$ cat config.mk
export PLATFORM = sky130hd
export DESIGN_NAME = alias_guard
export DESIGN_NICKNAME = d
export VERILOG_FILES = /design/src/rtl/alias_guard_pkg.sv /design/src/rtl/alias_guard_ctrl.sv /design/src/rtl/alias_guard_slots.sv /design/src/rtl/alias_guard.sv
export SDC_FILE = /design/constraint.sdc
export NUM_CORES = 1
export LEC_CHECK = 0
export BUFFER_PORTS_ARGS = -buffer_cell sky130_fd_sc_hd__clkbuf_2
export CAP_MARGIN = 20
export CORE_MARGIN = 1.5
export CORE_UTILIZATION = 55
export CTS_CLUSTER_SIZE = 25
export DETAILED_ROUTE_END_ITERATION = 12
export GPL_TIMING_DRIVEN = 0
export PLACE_DENSITY_LB_ADDON = 0.15
export SLEW_MARGIN = 20
export SYNTH_ARGS = -nofsm -noshare
export SYNTH_HDL_FRONTEND = slang
export SYNTH_HIERARCHICAL = 1
export SYNTH_SLANG_ARGS = --single-unit
$ cat constraint.sdc
create_clock -name clk -period 5.45 [get_ports clk]
set_input_delay 0.545 -clock clk [delete_from_list [all_inputs] [get_ports clk]]
set_output_delay 0.545 -clock clk [all_outputs]
set_load 0.01 [all_outputs]
$ cat src/rtl/alias_guard_pkg.sv
package alias_guard_pkg;
  localparam int unsigned DefEntries = 8;
  localparam int unsigned DefAddrW   = 32;
  localparam int unsigned DefSizeW   = 2;

  // strobes from control to the slot datapath
  typedef struct packed {
    logic clearAll;
    logic writeEn;
    logic checkEn;
  } strobe_t;
endpackage

$ cat src/rtl/alias_guard_ctrl.sv
module alias_guard_ctrl
  import alias_guard_pkg::*;
#(
  parameter int unsigned NumEntries = DefEntries,
  localparam int unsigned IdxW = $clog2(NumEntries)
) (
  input  logic                  clk,
  input  logic                  rstN,
  input  logic                  protValid,
  input  logic                  storeValid,
  input  logic                  clearReq,
  input  logic [NumEntries-1:0] hitVec,
  output strobe_t               strobes,
  output logic                  faultPulse,
  output logic [IdxW-1:0]       faultIdx
);
  logic            anyHit;
  logic [IdxW-1:0] lowIdx;

  always_comb begin
    strobes.clearAll = clearReq;
    strobes.writeEn  = protValid;
    strobes.checkEn  = storeValid && !clearReq;
  end

  // lowest matching slot wins
  always_comb begin
    anyHit = |hitVec;
    lowIdx = '0;
    for (int i = NumEntries - 1; i >= 0; i--) begin
      if (hitVec[i]) lowIdx = IdxW'(i);
    end
  end

  always_ff @(posedge clk) begin
    if (!rstN) begin
      faultPulse <= 1'b0;
      faultIdx   <= '0;
    end else begin
      faultPulse <= strobes.checkEn && anyHit;
      faultIdx   <= (strobes.checkEn && anyHit) ? lowIdx : '0;
    end
  end
endmodule

$ cat src/rtl/alias_guard_slots.sv
module alias_guard_slots
  import alias_guard_pkg::*;
#(
  parameter int unsigned NumEntries = DefEntries,
  parameter int unsigned AddrW      = DefAddrW,
  parameter int unsigned SizeW      = DefSizeW,
  localparam int unsigned IdxW = $clog2(NumEntries),
  localparam int unsigned EndW = AddrW + 1
) (
  input  logic                  clk,
  input  logic                  rstN,
  input  strobe_t               strobes,
  input  logic [IdxW-1:0]       protIdx,
  input  logic [AddrW-1:0]      protAddr,
  input  logic [SizeW-1:0]      protSize,
  input  logic [NumEntries-1:0] storeMask,
  input  logic [AddrW-1:0]      storeAddr,
  input  logic [SizeW-1:0]      storeSize,
  output logic [NumEntries-1:0] hitVec
);
  logic [NumEntries-1:0] slotValid;
  logic [AddrW-1:0]      slotAddr [NumEntries];
  logic [SizeW-1:0]      slotSize [NumEntries];
  logic [EndW-1:0]       storeLo;
  logic [EndW-1:0]       storeHi;

  always_ff @(posedge clk) begin
    if (!rstN) begin
      slotValid <= '0;
      for (int i = 0; i < NumEntries; i++) begin
        slotAddr[i] <= '0;
        slotSize[i] <= '0;
      end
    end else begin
      if (strobes.clearAll) slotValid <= '0;
      if (strobes.writeEn) begin
        slotValid[protIdx] <= 1'b1;
        slotAddr[protIdx]  <= protAddr;
        slotSize[protIdx]  <= protSize;
      end
    end
  end

  assign storeLo = {1'b0, storeAddr};
  assign storeHi = storeLo + (EndW'(1) << storeSize);

  for (genvar g = 0; g < NumEntries; g++) begin : g_cmp
    logic [EndW-1:0] slotLo;
    logic [EndW-1:0] slotHi;
    assign slotLo    = {1'b0, slotAddr[g]};
    assign slotHi    = slotLo + (EndW'(1) << slotSize[g]);
    assign hitVec[g] = slotValid[g] && storeMask[g] &&
                       (storeLo < slotHi) && (slotLo < storeHi);
  end
endmodule

$ cat src/rtl/alias_guard.sv
module alias_guard
  import alias_guard_pkg::*;
#(
  parameter int unsigned NumEntries = DefEntries,
  parameter int unsigned AddrW      = DefAddrW,
  parameter int unsigned SizeW      = DefSizeW,
  localparam int unsigned IdxW = $clog2(NumEntries)
) (
  input  logic                  clk,
  input  logic                  rstN,
  input  logic                  protValid,
  input  logic [IdxW-1:0]       protIdx,
  input  logic [AddrW-1:0]      protAddr,
  input  logic [SizeW-1:0]      protSize,
  input  logic                  storeValid,
  input  logic [NumEntries-1:0] storeMask,
  input  logic [AddrW-1:0]      storeAddr,
  input  logic [SizeW-1:0]      storeSize,
  input  logic                  clearReq,
  output logic                  faultPulse,
  output logic [IdxW-1:0]       faultIdx
);
  strobe_t               strobes;
  logic [NumEntries-1:0] hitVec;

  alias_guard_ctrl #(.NumEntries(NumEntries)) u_ctrl (
    .clk(clk), .rstN(rstN), .protValid(protValid), .storeValid(storeValid),
    .clearReq(clearReq), .hitVec(hitVec), .strobes(strobes),
    .faultPulse(faultPulse), .faultIdx(faultIdx)
  );

  alias_guard_slots #(.NumEntries(NumEntries), .AddrW(AddrW), .SizeW(SizeW)) u_slots (
    .clk(clk), .rstN(rstN), .strobes(strobes), .protIdx(protIdx),
    .protAddr(protAddr), .protSize(protSize), .storeMask(storeMask),
    .storeAddr(storeAddr), .storeSize(storeSize), .hitVec(hitVec)
  );
endmodule

==> metrics, run 1 <==
status=complete, no violations; CTS tree=yes; Final period util=98.24%; GR peak layer=met2; Yosys top cell area share=30.30%; WHS Path Cells=3; Reg2Reg Launch Point=u_slots/slotSize[2][0]$_SDFFCE_PN0P_; reg-to-reg endpoint=u_ctrl/faultIdx[1]$_SDFF_PP0_; die height=224.4 um; number of setup violations in the final report=0; Detailed Route WL=78510 um; met3 GRT Util=3.135%; maxcap violations=0; syn nets=3352; initial detailed-routing violation count=1323; Lkg Pwr=12.56 nW; first drt pass iteration count=6; register bit count reported by yosys=284; mapped cell area=26960 um2; first-pass GRT wire length=117200 um; CTS sink count=284; fraction of layout cells with a size suffix above 1=8.601%; nets@finish=3495; crit path kind=flip-flop to flip-flop; worst vdd ir=0.0002925 V; largest net degree at the start of global routing=20; reg-to-reg slack, setup=0.1 ns; pins over their slew limit=0; number of routed nets with antenna violations=0; Slew @ Worst Pin=1.145 ns; residual DRC count=0; Critical Path Start=u_slots/slotSize[2][0]$_SDFFCE_PN0P_; Synth warnings=6; maximum buffer depth of the clock tree=3; H-tree levels=2; total grt overflow=0; Post-Syn Instances=2727; routability cong.=0.9487; M1 GR Usage=39.86%; final core utilization=63.23%; sequential share of the synthesized area=31.19%; HPWL Detailed=63470 um; Primary FF master, synth=edfxtp_1; M2 GR Usage=52.42%; Setup Skew=0.01334 ns; Req. time, crit path=5.85 ns; vias in the first global route=21860; setup TNS=0 ns; register area=8408 um2; Row Count=80; wire per inst=22.33 um; most frequent cells in the layout=ha_1 (532), and2_1 (286), edfxtp_1 (272); Worst setup SP type=flip-flop; min Tclk post-route=5.354 ns; Power Dens Cells=222.2 nW/um2; die footprint=50360 um2; Hold Path Class=input port to flip-flop; hold_sp=rstN; via count=22160; worst-case reg-to-reg path depth=18; Fin. Hold Viols=0; Fmax achieved=186.8 MHz; clock root buffer=clkbuf_16; cell taking the most area after synthesis=edfxtp_1; layout overhead on the synthesized area=12.67%; Worst Hold End=u_ctrl/faultIdx[2]$_SDFF_PP0_; # fillers=3945; initial antenna violation count=3; top post-synthesis cells by area=edfxtp_1 (30%), ha_1 (25%), and2_1 (6.6%), xor2_1 (5.9%), a21oi_1 (3.1%); Num CTS Buffers=34; Worst-Skew Late Latency=0.55 ns; Worst-path clk slew=0.06 ns; IO Port Bufs=86; DIE WIDTH=224.4 um; Avg Vias per Cell=6.305; Multi-input gate area=18930 um2; synthesized area per cell=9.887 um2; commonest non-fill, non-tap cell in the layout=ha_1; CP max FO=7; number of top-level pins=88; distinct cell type count after synthesis=82; Rel. slew slack=22.71%; hold_buf cts=0; Worst setup EP type=flip-flop; initial core utilization=56.11%; Post-synth EDFFs=272; total core area=48050 um2; Post-synth ARST share=0%; WP data arrival=5.76 ns; Global Route Usage Sum=30.80%
[final cells by class]
| cell class | instances | share of cell area (%) |
|---|---|---|
| multi-input cells | 2366 | 62.31 |
| flip-flops and latches | 284 | 27.68 |
| clock buffers | 42 | 3.110 |
| repair buffers | 107 | 2.570 |
| well taps | 615 | 2.533 |
| clock inverters | 19 | 0.7702 |
| plain buffers | 38 | 0.5066 |
| inverters | 39 | 0.4819 |
| diodes | 5 | 0.04119 |
[logic make-up after synthesis]
group / share of synthesized area [%]
xor+xnor: 8.771
fa+ha+maj: 25.36
compound gates: 12.11
buf+inv: 1.114
simple gates: 21.46
flops: 31.19
[cells in the mapped netlist (3+ instances only)]
cell type	number
a211oi_1	32
or4_1	4
o211ai_1	9
nor3_1	29
nand2b_1	26
a221oi_1	8
inv_1	35
inv_2	4
and2_1	286
nand2_1	180
a2111oi_0	19
o21ai_0	63
and4_1	26
clkbuf_1	31
nand4_1	102
a211o_1	5
a31oi_1	8
ha_1	532
o2111ai_1	13
o21bai_1	10
nor4_1	9
a41oi_1	3
nor2_1	119
nand3_1	135
xnor2_1	89
o21ai_1	33
nor2b_1	46
buf_2	3
or3_1	7
a21o_1	75
o41ai_1	6
nor3b_1	3
edfxtp_1	272
and3_1	57
o31ai_1	6
fa_1	9
xor2_1	181
nor4_2	4
o21a_1	12
dfxtp_1	12
a21oi_1	168
[power breakdown]
part	switching, W	leakage, nW	internal (W)	total [W]
logic	0.000984	9.29	0.000677	0.00166
clock network	0.000922	0.566	0.00147	0.00239
registers	0.000160	2.70	0.00253	0.00269
total	0.00207	12.6	0.00468	0.00675
[per-stage QoR]
stage / power, W / setup WS [ns] / cell area, um2 / hold WS [ns] / std cells
finish: 0.006749 / 0.09602 / 30380 / 0.3623 / 3515
global placement: 0.004203 / -1.492 / 28160 / 0.4342 / 3428
CTS: 0.006737 / 0.01413 / 30100 / 0.3356 / 3507
floorplan: 0.003741 / 0.7534 / 26960 / 0.4262 / 2727
global route: 0.007070 / -0.02371 / 30370 / 0.3518 / 3510
detailed placement: 0.004324 / -1.550 / 28580 / 0.4393 / 3438
[routing by layer]
layer,vias to the layer above,wire [um]
met4,0,3355
met3,154,4652
met5,-,0
met2,725,36890
li1,10580,-
met1,10700,33600
[worst max-delay path by stage]
stage,slack [ns],endpoint,cells past startpoint
6_report,0.1,u_ctrl/faultIdx[1]$_SDFF_PP0_,18
5_1_grt,-0.02,u_ctrl/faultIdx[1]$_SDFF_PP0_,18
4_1_cts,0.01,u_ctrl/faultIdx[1]$_SDFF_PP0_,18
3_5_place_dp,-1.55,u_ctrl/faultIdx[1]$_SDFF_PP0_,21
3_3_place_gp,-1.49,u_ctrl/faultIdx[1]$_SDFF_PP0_,18
2_1_floorplan,0.75,u_ctrl/faultIdx[1]$_SDFF_PP0_,21
[what timing repair did]
item                                    CTS  global route
endpoints found under the setup margin    4             4
pin swaps                                 3             5
hold endpoints to repair                  0             0
resized for setup                        37            35
setup buffers                             8             3
[flip-flops by register name, summed over array words and instances (netlist names)]
name and count:
u_slots/slotValid 8, u_slots/slotAddr 256, u_slots/slotSize 16, u_ctrl/faultIdx 3, u_ctrl/faultPulse 1
[critical path, stage by stage (launching register included)]
cell and delay [ns]:
edfxtp_1 0.41, nor2b_1 0.18, ha_1 0.28, a21o_1 0.10
a21o_1 0.14, a21oi_1 0.15, nor3_1 0.56, and3_1 0.25
clkbuf_1 0.32, xnor2_1 0.13, ha_1 0.31, nand4_1 0.18
nor4b_1 0.49, a21boi_1 0.44, o311a_1 0.29, a211oi_2 0.09
or4_4 0.53, o211ai_2 0.23, a2111oi_1 0.09
Note: power is estimated with default switching activity, not from simulation.
==> run 2: changes to the inputs <==
==> constraint.sdc (replaced) <==
create_clock -name clk -period 5.45 [get_ports clk]
set_input_delay 1.635 -clock clk [delete_from_list [all_inputs] [get_ports clk]]
set_output_delay 1.635 -clock clk [all_outputs]
set_load 0.01 [all_outputs]
==> run 2 against run 1 <==
Effect of this change:
- the run now ends with setup timing left
- critical path depth stayed put
- count of clock-buffer cells in the layout is 6 lower
- global-route usage is 1.2 points higher
- largest cell class unchanged
- critical path type is now input port to flip-flop
- clock power is 17% lower
- critical endpoint unchanged
==> metrics, run 2 (synthesized netlist as in run 1, its figures left out) <==
die footprint=50360 um2; Fin. Hold Viols=0; residual DRC count=0; number of routed nets with antenna violations=0; IO Port Bufs=86; CP max FO=13; Rel. slew slack=21.16%; largest net degree at the start of global routing=29; WP data arrival=6.25 ns; wire per inst=22.90 um; final core utilization=64.75%; final setup margin=-0.3097 ns; biggest regs=u_slots/slotAddr (256), u_slots/slotSize (16), u_slots/slotValid (8); Slew @ Worst Pin=1.183 ns; DIE WIDTH=224.4 um; Setup Skew=0.01154 ns; failing checks=setup timing; number of top-level pins=88; final hold slack=0.4563 ns; CTS sink count=284; Power Dens Cells=206.7 nW/um2; Hold Path Class=flip-flop to flip-flop; Worst setup SP type=input port; fraction of layout cells with a size suffix above 1=11.48%; die height=224.4 um; number of setup violations in the final report=4; Num CTS Buffers=31; placed inst area=28590 um2; Worst setup EP type=flip-flop; post-route cell area=31110 um2; clock root buffer=clkbuf_16; Req. time, crit path=5.94 ns; DP Worst Slack=-2.399 ns; Global Route Usage Sum=31.97%; total core area=48050 um2; Fmax achieved=173.6 MHz; worst-case reg-to-reg path depth=18; reg-to-reg slack, setup=0.01 ns; CTS tree=yes; Critical Path Start=storeAddr[4]; routability cong.=0.9304; max reg flops=256; total grt overflow=0; min Tclk post-route=5.760 ns; HPWL Detailed=64590 um; Detailed Route WL=81410 um; status=finished with violations; Final period util=105.7%; crit path kind=input port to flip-flop; layout overhead on the synthesized area=15.39%; H-tree levels=1; worst vdd ir=0.0002526 V; RSZ-0062 raised after global routing=true; commonest non-fill, non-tap cell in the layout=ha_1; Critical Path Sink=u_ctrl/faultIdx[1]$_SDFF_PP0_; Worst-Skew Late Latency=0.58 ns; most frequent cells in the layout=ha_1 (524), and2_1 (286), edfxtp_1 (272); maximum buffer depth of the clock tree=3; pins over their slew limit=0; initial core utilization=56.11%; nets@finish=3537; initial detailed-routing violation count=1627; via count=22450; vias in the first global route=22600; Reg2Reg Launch Point=u_slots/slotSize[6][0]$_SDFFCE_PN0P_; maxcap violations=0; reg-to-reg endpoint=u_ctrl/faultIdx[1]$_SDFF_PP0_; initial antenna violation count=3; Worst-path clk slew=0.07 ns; first-pass GRT wire length=122300 um; Row Count=80; Biggest register=u_slots/slotAddr; Avg Vias per Cell=6.314; first drt pass iteration count=6; Lkg Pwr=12.72 nW
-- run 2: what timing repair did --
item,4_1_cts,5_1_grt
pin swaps,41,38
gates resized for setup,127,40
buffers inserted,45,15
setup endpoints to repair,4,4
hold endpoints to repair,0,0
hold buffers,0,0
-- run 2: critical path, stage by stage --
cell and delay (ns):
clkbuf_2 0.39, nand3_1 0.48, nand2b_4 0.31, nor2_4 0.20
buf_4 0.16, nand3_2 0.12, xor2_4 0.39, ha_1 0.32
a21o_1 0.19, a21o_1 0.19, a21oi_1 0.27, nand2_1 0.15
a211oi_4 0.35, o21ai_2 0.13, a211oi_4 0.34, or4_4 0.22
o211ai_4 0.10, a2111oi_4 0.28
-- run 2: area by class of cell --
type                            count  area (um2)
Multi-Input combinational cell   2366       19450
Fill cell                        3818       16940
Sequential cell                   284        8408
Timing Repair Buffer              152        1217
Clock buffer                       36       804.5
Tap cell                          615       769.5
Buffer                             38       153.9
Clock inverter                     21       148.9
Inverter                           39       146.4
Antenna cell                        4       10.01
-- run 2: how the worst min path moves through the flow --
stage / startpoint / endpoint / slack [ns] / depth (start not counted)
after floorplan: u_slots/slotValid[3]$_SDFF_PN0_ / u_slots/slotValid[3]$_SDFF_PN0_ / 0.43 / 1
after global placement: u_slots/slotValid[7]$_SDFF_PN0_ / u_slots/slotValid[7]$_SDFF_PN0_ / 0.43 / 1
after detailed placement: u_slots/slotValid[1]$_SDFF_PN0_ / u_slots/slotValid[1]$_SDFF_PN0_ / 0.44 / 1
after CTS: u_slots/slotValid[1]$_SDFF_PN0_ / u_slots/slotValid[1]$_SDFF_PN0_ / 0.46 / 1
after global routing: u_slots/slotValid[0]$_SDFF_PN0_ / u_slots/slotValid[0]$_SDFF_PN0_ / 0.48 / 1
final: u_slots/slotValid[1]$_SDFF_PN0_ / u_slots/slotValid[1]$_SDFF_PN0_ / 0.46 / 1
-- run 2: metrics by stage --
step,total power [W],setup TNS [ns],instances
floorplan,0.003744,-0.03352,2727
global placement,0.004210,-185.66,3428
detailed placement,0.004325,-8.471,3437
CTS,0.006393,-0.7038,3538
global route,0.006754,-1.115,3552
finish,0.006430,-0.7261,3555
-- run 2: metal layers --
| metal | vias to the layer above | part of all wire (%) | track usage [%] |
|---|---|---|---|
| li1 | 10670 | - | - |
| met1 | 10850 | 43 | 42.04 |
| met2 | 771 | 47 | 54.48 |
| met3 | 166 | 6.5 | 3.253 |
| met4 | 0 | 3.4 | 12.02 |
| met5 | - | 0 | 0 |
-- run 2: power breakdown --
group,switching (W),internal (W)
Sequential,0.000174,0.00253
Combinational,0.00102,0.000723
Clock,0.000916,0.00107
Total,0.00211,0.00432
